===== config.mk =====
export PLATFORM = sky130hd
export DESIGN_NAME = card_rx
export DESIGN_NICKNAME = d
export VERILOG_FILES = /design/src/rtl/card_rx_pkg.sv /design/src/rtl/card_rx_sampler.sv /design/src/rtl/card_rx_timing.sv /design/src/rtl/card_rx_shift.sv /design/src/rtl/card_rx_flags.sv /design/src/rtl/card_rx.sv
export SDC_FILE = /design/constraint.sdc
export NUM_CORES = 1
export LEC_CHECK = 0
export BUFFER_PORTS_ARGS = -buffer_cell sky130_fd_sc_hd__buf_2
export CORE_MARGIN = 3
export CORE_UTILIZATION = 58
export DETAILED_ROUTE_END_ITERATION = 16
export MAX_ROUTING_LAYER = met4
export PLACE_DENSITY = 0.79
export SKIP_LAST_GASP = 1
export SLEW_MARGIN = 20
export SYNTH_ARGS = -nofsm -noshare
export SYNTH_HDL_FRONTEND = slang
export SYNTH_HIERARCHICAL = 1
export SYNTH_SLANG_ARGS = --single-unit

===== constraint.sdc =====
create_clock -name clk -period 2.9 [get_ports clk]
set_input_delay 0.29 -clock clk [delete_from_list [all_inputs] [get_ports clk]]
set_output_delay 0.29 -clock clk [all_outputs]
set_load 0.05 [all_outputs]

===== src/rtl/card_rx_pkg.sv =====
package card_rx_pkg;

  // Slot numbering inside one character, counted from the start bit.
  localparam int unsigned SLOT_START  = 0;
  localparam int unsigned SLOT_FIRST  = 1;
  localparam int unsigned SLOT_LASTD  = 8;
  localparam int unsigned SLOT_PARITY = 9;
  localparam int unsigned SLOT_ERR    = 10;
  localparam int unsigned SLOT_TAIL   = 11;
  localparam int unsigned SLOT_W      = 4;

  typedef struct packed {
    logic [7:0] value;
    logic       par_ok;
  } rx_char_t;

  // Two-of-three vote over consecutive line samples.
  function automatic logic maj3(input logic [2:0] s);
    return (s[0] & s[1]) | (s[0] & s[2]) | (s[1] & s[2]);
  endfunction

  // Even parity: data plus parity bit carry an even number of ones.
  function automatic logic parity_good(input logic [7:0] d, input logic p);
    return ~(^{d, p});
  endfunction

endpackage


===== src/rtl/card_rx_sampler.sv =====
module card_rx_sampler #(
  parameter int unsigned SYNC_STAGES = 2
) (
  input  logic clk,
  input  logic rst_n,
  input  logic line_i,
  output logic line_fall,
  output logic bit_val
);
  import card_rx_pkg::*;

  logic [SYNC_STAGES-1:0] sync_q;
  logic                   line_s;
  logic                   prev_q;
  logic [2:0]             hist_q;

  assign line_s = sync_q[SYNC_STAGES-1];

  always_ff @(posedge clk or negedge rst_n) begin
    if (!rst_n) begin
      sync_q <= '1;
      prev_q <= 1'b1;
      hist_q <= 3'b111;
    end else begin
      sync_q <= {sync_q[SYNC_STAGES-2:0], line_i};
      prev_q <= line_s;
      hist_q <= {hist_q[1:0], line_s};
    end
  end

  assign line_fall = prev_q & ~line_s;
  assign bit_val   = maj3(hist_q);

  initial begin
    if (SYNC_STAGES < 2) $error("card_rx_sampler: SYNC_STAGES must be at least 2");
  end

endmodule


===== src/rtl/card_rx_timing.sv =====
module card_rx_timing #(
  parameter int unsigned ETU = 16
) (
  input  logic                                clk,
  input  logic                                rst_n,
  input  logic                                line_fall,
  input  logic                                abort,
  output logic                                busy,
  output logic [card_rx_pkg::SLOT_W-1:0]      slot,
  output logic                                sample_stb,
  output logic                                drive_win,
  output logic                                frame_end
);
  import card_rx_pkg::*;

  localparam int unsigned CW = $clog2(ETU);
  localparam logic [CW-1:0] ETU_LAST = CW'(ETU - 1);
  localparam logic [CW-1:0] HALF     = CW'(ETU / 2);
  localparam logic [CW-1:0] SAMP_AT  = CW'(ETU / 2 + 1);
  localparam logic [SLOT_W-1:0] S_PAR  = SLOT_W'(SLOT_PARITY);
  localparam logic [SLOT_W-1:0] S_ERR  = SLOT_W'(SLOT_ERR);
  localparam logic [SLOT_W-1:0] S_TAIL = SLOT_W'(SLOT_TAIL);

  logic [CW-1:0] etu_q;

  always_ff @(posedge clk or negedge rst_n) begin
    if (!rst_n) begin
      busy  <= 1'b0;
      etu_q <= '0;
      slot  <= '0;
    end else if (!busy) begin
      if (line_fall) begin
        busy  <= 1'b1;
        etu_q <= '0;
        slot  <= '0;
      end
    end else if (abort || frame_end) begin
      busy <= 1'b0;
    end else if (etu_q == ETU_LAST) begin
      etu_q <= '0;
      slot  <= slot + 1'b1;
    end else begin
      etu_q <= etu_q + 1'b1;
    end
  end

  assign sample_stb = busy && (etu_q == SAMP_AT) && (slot <= S_PAR);
  assign drive_win  = busy && (((slot == S_ERR) && (etu_q >= HALF)) ||
                               ((slot == S_TAIL) && (etu_q < HALF)));
  assign frame_end  = busy && (slot == S_TAIL) && (etu_q == ETU_LAST);

  initial begin
    if (ETU < 4) $error("card_rx_timing: ETU must be at least 4");
  end

  // an abandoned start returns the receiver to idle on the next edge.
  a_r4_abort_to_idle: assert property (@(posedge clk) disable iff (!rst_n)
    abort |=> !busy);

  // the slot counter never runs past the tail slot of a character.
  a_r2_slot_bounded: assert property (@(posedge clk) disable iff (!rst_n)
    busy |-> (slot <= S_TAIL));

  // the error window opens only after the counter was in the error slot.
  a_r6_window_order: assert property (@(posedge clk) disable iff (!rst_n)
    $rose(drive_win) |-> (slot == S_ERR));

endmodule


===== src/rtl/card_rx_shift.sv =====
module card_rx_shift (
  input  logic                           clk,
  input  logic                           rst_n,
  input  logic                           sample_stb,
  input  logic [card_rx_pkg::SLOT_W-1:0] slot,
  input  logic                           bit_val,
  output logic                           start_bad,
  output logic                           char_done,
  output card_rx_pkg::rx_char_t          ch
);
  import card_rx_pkg::*;

  localparam logic [SLOT_W-1:0] S_START = SLOT_W'(SLOT_START);
  localparam logic [SLOT_W-1:0] S_FIRST = SLOT_W'(SLOT_FIRST);
  localparam logic [SLOT_W-1:0] S_LASTD = SLOT_W'(SLOT_LASTD);
  localparam logic [SLOT_W-1:0] S_PAR   = SLOT_W'(SLOT_PARITY);

  logic [7:0] sr_q;
  logic       data_slot;

  assign data_slot = (slot >= S_FIRST) && (slot <= S_LASTD);

  // LSB arrives first: shift right so it ends in bit 0.
  always_ff @(posedge clk or negedge rst_n) begin
    if (!rst_n) begin
      sr_q <= '0;
    end else if (sample_stb && data_slot) begin
      sr_q <= {bit_val, sr_q[7:1]};
    end
  end

  assign start_bad = sample_stb && (slot == S_START) && bit_val;
  assign char_done = sample_stb && (slot == S_PAR);
  assign ch.value  = sr_q;
  assign ch.par_ok = parity_good(sr_q, bit_val);

endmodule


===== src/rtl/card_rx_flags.sv =====
module card_rx_flags (
  input  logic                  clk,
  input  logic                  rst_n,
  input  logic                  char_done,
  input  card_rx_pkg::rx_char_t ch,
  input  logic                  rie,
  input  logic                  rd_ack,
  input  logic                  perr_clr,
  input  logic                  ovr_clr,
  output logic [7:0]            rx_data,
  output logic                  ready,
  output logic                  perr,
  output logic                  ovr,
  output logic                  irq_rx,
  output logic                  irq_err,
  output logic                  xfer_req
);
  import card_rx_pkg::*;

  logic good_char, bad_char, ready_after_ack, overrun_evt;

  assign good_char       = char_done && ch.par_ok;
  assign bad_char        = char_done && !ch.par_ok;
  assign ready_after_ack = ready && !rd_ack;
  assign overrun_evt     = good_char && ready_after_ack;

  always_ff @(posedge clk or negedge rst_n) begin
    if (!rst_n) begin
      rx_data <= '0;
      ready   <= 1'b0;
      perr    <= 1'b0;
      ovr     <= 1'b0;
    end else begin
      if (good_char && !ready_after_ack) begin
        rx_data <= ch.value;
        ready   <= 1'b1;
      end else begin
        if (bad_char) rx_data <= ch.value;
        if (rd_ack)   ready   <= 1'b0;
      end
      if (bad_char)         perr <= 1'b1;
      else if (perr_clr)    perr <= 1'b0;
      if (overrun_evt)      ovr  <= 1'b1;
      else if (ovr_clr)     ovr  <= 1'b0;
    end
  end

  assign irq_rx   = rie & ready;
  assign irq_err  = rie & (perr | ovr);
  assign xfer_req = rie & ready & ~perr & ~ovr;

  // a bad character never raises ready, but always raises perr.
  a_r5_bad_not_ready: assert property (@(posedge clk) disable iff (!rst_n)
    (bad_char && !ready) |=> (!ready && perr));

  // overrun keeps the stored byte and the ready flag.
  a_r9_overrun_keeps: assert property (@(posedge clk) disable iff (!rst_n)
    (good_char && ready && !rd_ack) |=> (ovr && ready && $stable(rx_data)));

  // an acknowledge with no new good character empties the buffer.
  a_r8_ack_clears: assert property (@(posedge clk) disable iff (!rst_n)
    (ready && rd_ack && !good_char) |=> !ready);

  // the parity-error flag holds until its clear strobe.
  a_r11_perr_sticky: assert property (@(posedge clk) disable iff (!rst_n)
    (perr && !perr_clr) |=> perr);

  // the overrun flag holds until its clear strobe.
  a_r11_ovr_sticky: assert property (@(posedge clk) disable iff (!rst_n)
    (ovr && !ovr_clr) |=> ovr);

endmodule


===== src/rtl/card_rx.sv =====
module card_rx #(
  parameter int unsigned ETU         = 16,
  parameter int unsigned SYNC_STAGES = 2
) (
  input  logic       clk,
  input  logic       rst_n,
  input  logic       io_line,
  output logic       io_drive_low,
  input  logic       rie,
  input  logic       rd_ack,
  input  logic       perr_clr,
  input  logic       ovr_clr,
  output logic [7:0] rx_data,
  output logic       ready,
  output logic       perr,
  output logic       ovr,
  output logic       irq_rx,
  output logic       irq_err,
  output logic       xfer_req
);
  import card_rx_pkg::*;

  logic              line_fall, bit_val;
  logic              busy, sample_stb, drive_win, frame_end;
  logic [SLOT_W-1:0] slot;
  logic              start_bad, char_done;
  rx_char_t          ch;
  logic              err_pend_q;

  card_rx_sampler #(.SYNC_STAGES(SYNC_STAGES)) u_samp (
    .clk(clk), .rst_n(rst_n), .line_i(io_line),
    .line_fall(line_fall), .bit_val(bit_val)
  );

  card_rx_timing #(.ETU(ETU)) u_tim (
    .clk(clk), .rst_n(rst_n), .line_fall(line_fall), .abort(start_bad),
    .busy(busy), .slot(slot), .sample_stb(sample_stb),
    .drive_win(drive_win), .frame_end(frame_end)
  );

  card_rx_shift u_shift (
    .clk(clk), .rst_n(rst_n), .sample_stb(sample_stb), .slot(slot),
    .bit_val(bit_val), .start_bad(start_bad), .char_done(char_done), .ch(ch)
  );

  card_rx_flags u_flags (
    .clk(clk), .rst_n(rst_n), .char_done(char_done), .ch(ch), .rie(rie),
    .rd_ack(rd_ack), .perr_clr(perr_clr), .ovr_clr(ovr_clr),
    .rx_data(rx_data), .ready(ready), .perr(perr), .ovr(ovr),
    .irq_rx(irq_rx), .irq_err(irq_err), .xfer_req(xfer_req)
  );

  // Error signal request for the current character only (R12: cleared per frame).
  always_ff @(posedge clk or negedge rst_n) begin
    if (!rst_n)                       err_pend_q <= 1'b0;
    else if (char_done && !ch.par_ok) err_pend_q <= 1'b1;
    else if (frame_end || !busy)      err_pend_q <= 1'b0;
  end

  assign io_drive_low = drive_win & err_pend_q;

  // the line is only pulled low while a character is in progress.
  a_r6_drive_in_frame: assert property (@(posedge clk) disable iff (!rst_n)
    io_drive_low |-> busy);

  // the error signal starts only with the parity-error flag raised.
  a_r6_drive_needs_perr: assert property (@(posedge clk) disable iff (!rst_n)
    $rose(io_drive_low) |-> perr);

  // a fresh character starts with no pending error signal.
  a_r12_fresh_start: assert property (@(posedge clk) disable iff (!rst_n)
    (!busy && line_fall) |=> !err_pend_q);

endmodule


==> run metrics <==
DR WL/cell=16.1 um; crit share post-route=0.860; utilization after layout=0.678; Synth Cell Area=1960 um^2; Hold Crit Class=in -> async; status=complete, no violations; flops & latches, synth=34; n_diodes=0; Rel. slew slack=0.487; Leak Pwr=0.950 nW; CTS H-tree depth=2; Synth Warn #=6; Worst Setup Path Type=reg -> reg; minimum clock period after layout=about 2500 ps; post-synth top area cell=dfrtp_1; global-route wire length before repair=around 6800 um; Async SR Flop Fraction=1.00; largest cells by area after synthesis=dfrtp_1 (37%), dfstp_2 (6.7%), o211ai_2 (5.1%); R2R cell count=9; gr ovfl total=0; CTS tree=done; RSZ-0062 raised after global routing=no; most frequent cells in the layout=dfrtp_1 (29), buf_2 (21), nand2_1 (15), inv_1 (10), nand4b_1 (9); Seq/Total Area, Yosys=0.437; clk root buf=clkbuf_4; CP endpoint kind=flop; number of synthesized flops with an enable pin=0; commonest non-fill, non-tap cell in the layout=dfrtp_1; Final HPWL DP=roughly 2700 um; via count=1392; Synth cell types=54; crit path from=u_tim/slot[0]; startpoint types=flop; Worst Skew=15.2 ps; # Max-Cap Violations=0; setup bufs post-CTS=0; largest net degree at the start of global routing=35; Crit Path Max Fanout=10; critical path, cell by cell=inv_1 -> ha_1 -> o21bai_1 -> a21oi_1 -> nand2_1 -> nor4b_1 -> nand2b_2 -> nor2_1 -> o31ai_1; Die Area=about 4100 um^2; clk sinks=34; Least-Margin Pin Slew=approximately 770 ps; worst r2r src=u_tim/slot[0]; Final Hold Fails=0; top cell type's share of synthesized area=0.370; Max Slew Vio Count=0; # resized after CTS=0; layout cells sized above 1=0.280; CTS Buf Count=5; drt pass-1 iters=4; Initial Util=0.627; power per cell area=between 500 and 600 nW/um^2; r2r endpoint=u_tim/etu_q[3]; worst skew pair latency=between 300 and 400 ps; drt via density=around 5.9; Critical Path End=u_tim/etu_q[3]; CP max-delay cell=nor4b_1; Layout area overhead=8.04%; syn_nets=approximately 190; clk buf depth=2; fill count=between 200 and 300; Final GP Congestion=between 0.8 and 0.9; Worst Path Arrival=between 2000 and 3000 ps; First DRT Iteration DRCs=117; core box area=~3100 um^2; ys flop type=dfrtp_1; mean area per synthesized cell=between 10 and 15 um^2; nets=about 210; IO buf count=21; Rows=20; total wire length=3820 um; CP max stage delay=510 ps; FMAX=between 400 and 500 MHz; I/O pin count=22; drc violations=0; Die X=about 64 um; # setup viols final=0; Reg2Reg Setup Slack=~410 ps; synthesized instance count=171; # hold bufs at CTS=0; number of global-route vias before repair=around 1400; Setup TNS=0 ps; die height=64.2 um; All-Layer GR Usage=0.220; CP Data Required Time=3140 ps; CTS clk-pin slew, worst paths=110 ps; antenna violations before repair=0; Peak VDD IR=0.331 mV; antenna-violating nets left=0
==> sequential cells by signal, indices dropped and copies added (netlist names) <==
signal,cells
u_flags/rx_data,8
u_shift/sr_q,8
u_tim/etu_q,4
u_tim/slot,4
u_samp/hist_q,3
u_samp/sync_q,2
err_pend_q,1
u_flags/ovr,1
u_flags/perr,1
u_flags/ready,1
u_tim/busy,1
==> cells by family after synthesis <==
group,count (synthesis),share of synthesized area
xor+xnor,8,0.0427
fa+ha+maj,8,0.0504
compound gates,31,0.141
mux,10,0.0599
buf+inv,19,0.0580
simple gates,61,0.211
flops,34,0.437
==> worst max-delay path, delay by kind of cell (launching register included) <==
kind / cells / cell delay, ps
simple gates: 4 / 1040
compound gates: 3 / 610
flops: 1 / 460
fa+ha+maj: 1 / 160
buf+inv: 1 / 150
==> Yosys cell counts (2+ instances only) <==
cell type	number
inv_1	10
o211ai_2	8
nand3b_1	3
dfrtp_1	29
and2_1	2
nand2_1	15
nand4b_1	9
dfstp_2	5
xor2_1	2
nand3_1	2
mux2i_1	2
o21ai_0	2
nand2b_2	2
o31ai_1	3
xnor2_1	5
buf_4	2
or2b_1	8
nor2_1	5
o22ai_1	2
and3b_1	2
a211o_1	2
buf_6	4
a21oi_1	2
ha_1	7
mux2_1	6
nor2b_1	2
mux2_4	2
nand3_4	2
==> layout make-up <==
| class | count | area (um^2) | share of cell area |
|---|---|---|---|
| flip-flops and latches | 34 | 857 | 0.404 |
| clock buffers | 8 | 58.8 | 0.0277 |
| repair buffers | 23 | 120 | 0.0567 |
| multi-input cells | 118 | 991 | 0.468 |
| well taps | 44 | 55.1 | 0.0260 |
| inverters | 10 | 37.5 | 0.0177 |
==> worst min-delay path by stage <==
stage	from	to	slack (ps)	cells after the start
global placement	u_samp/sync_q[0]	u_samp/sync_q[1]	350	0
global route	io_line	u_samp/sync_q[0]	20	1
CTS	rst_n	u_flags/rx_data[4]	40	1
finish	rst_n	u_flags/rx_data[5]	20	1
detailed placement	u_samp/sync_q[0]	u_samp/sync_q[1]	350	0
floorplan	rst_n	err_pend_q	-6	0
==> metrics by stage <==
| step | cells | power, mW | hold slack, ps | setup WS [ps] | area (um^2) |
|---|---|---|---|---|---|
| floorplan | 171 | 0.917 | -5.59 | 759 | 1960 |
| global placement | 229 | 0.971 | 352 | 600 | 2060 |
| detailed placement | 229 | 0.988 | 354 | 494 | 2060 |
| CTS | 237 | 1.27 | 36.0 | 429 | 2120 |
| global route | 237 | 1.35 | 20.3 | 183 | 2120 |
| finish | 237 | 1.26 | 15.6 | 405 | 2120 |
==> routing by layer <==
layer  vias to the layer above  track usage  wire [um]
met5                         -            -          0
met4                         0       0.0475         41
li1                        653            -          -
met2                        47        0.329       1850
met3                         6       0.0650        223
met1                       686        0.299       1710
==> power breakdown <==
part | internal [mW] | switching, mW | leakage [nW]
sequential | 0.530 | 0.0970 | 0.404
combinational | 0.174 | 0.182 | 0.514
clock | 0.120 | 0.154 | 0.0326
total | 0.824 | 0.433 | 0.950
Power figures use the tool's default switching activity.
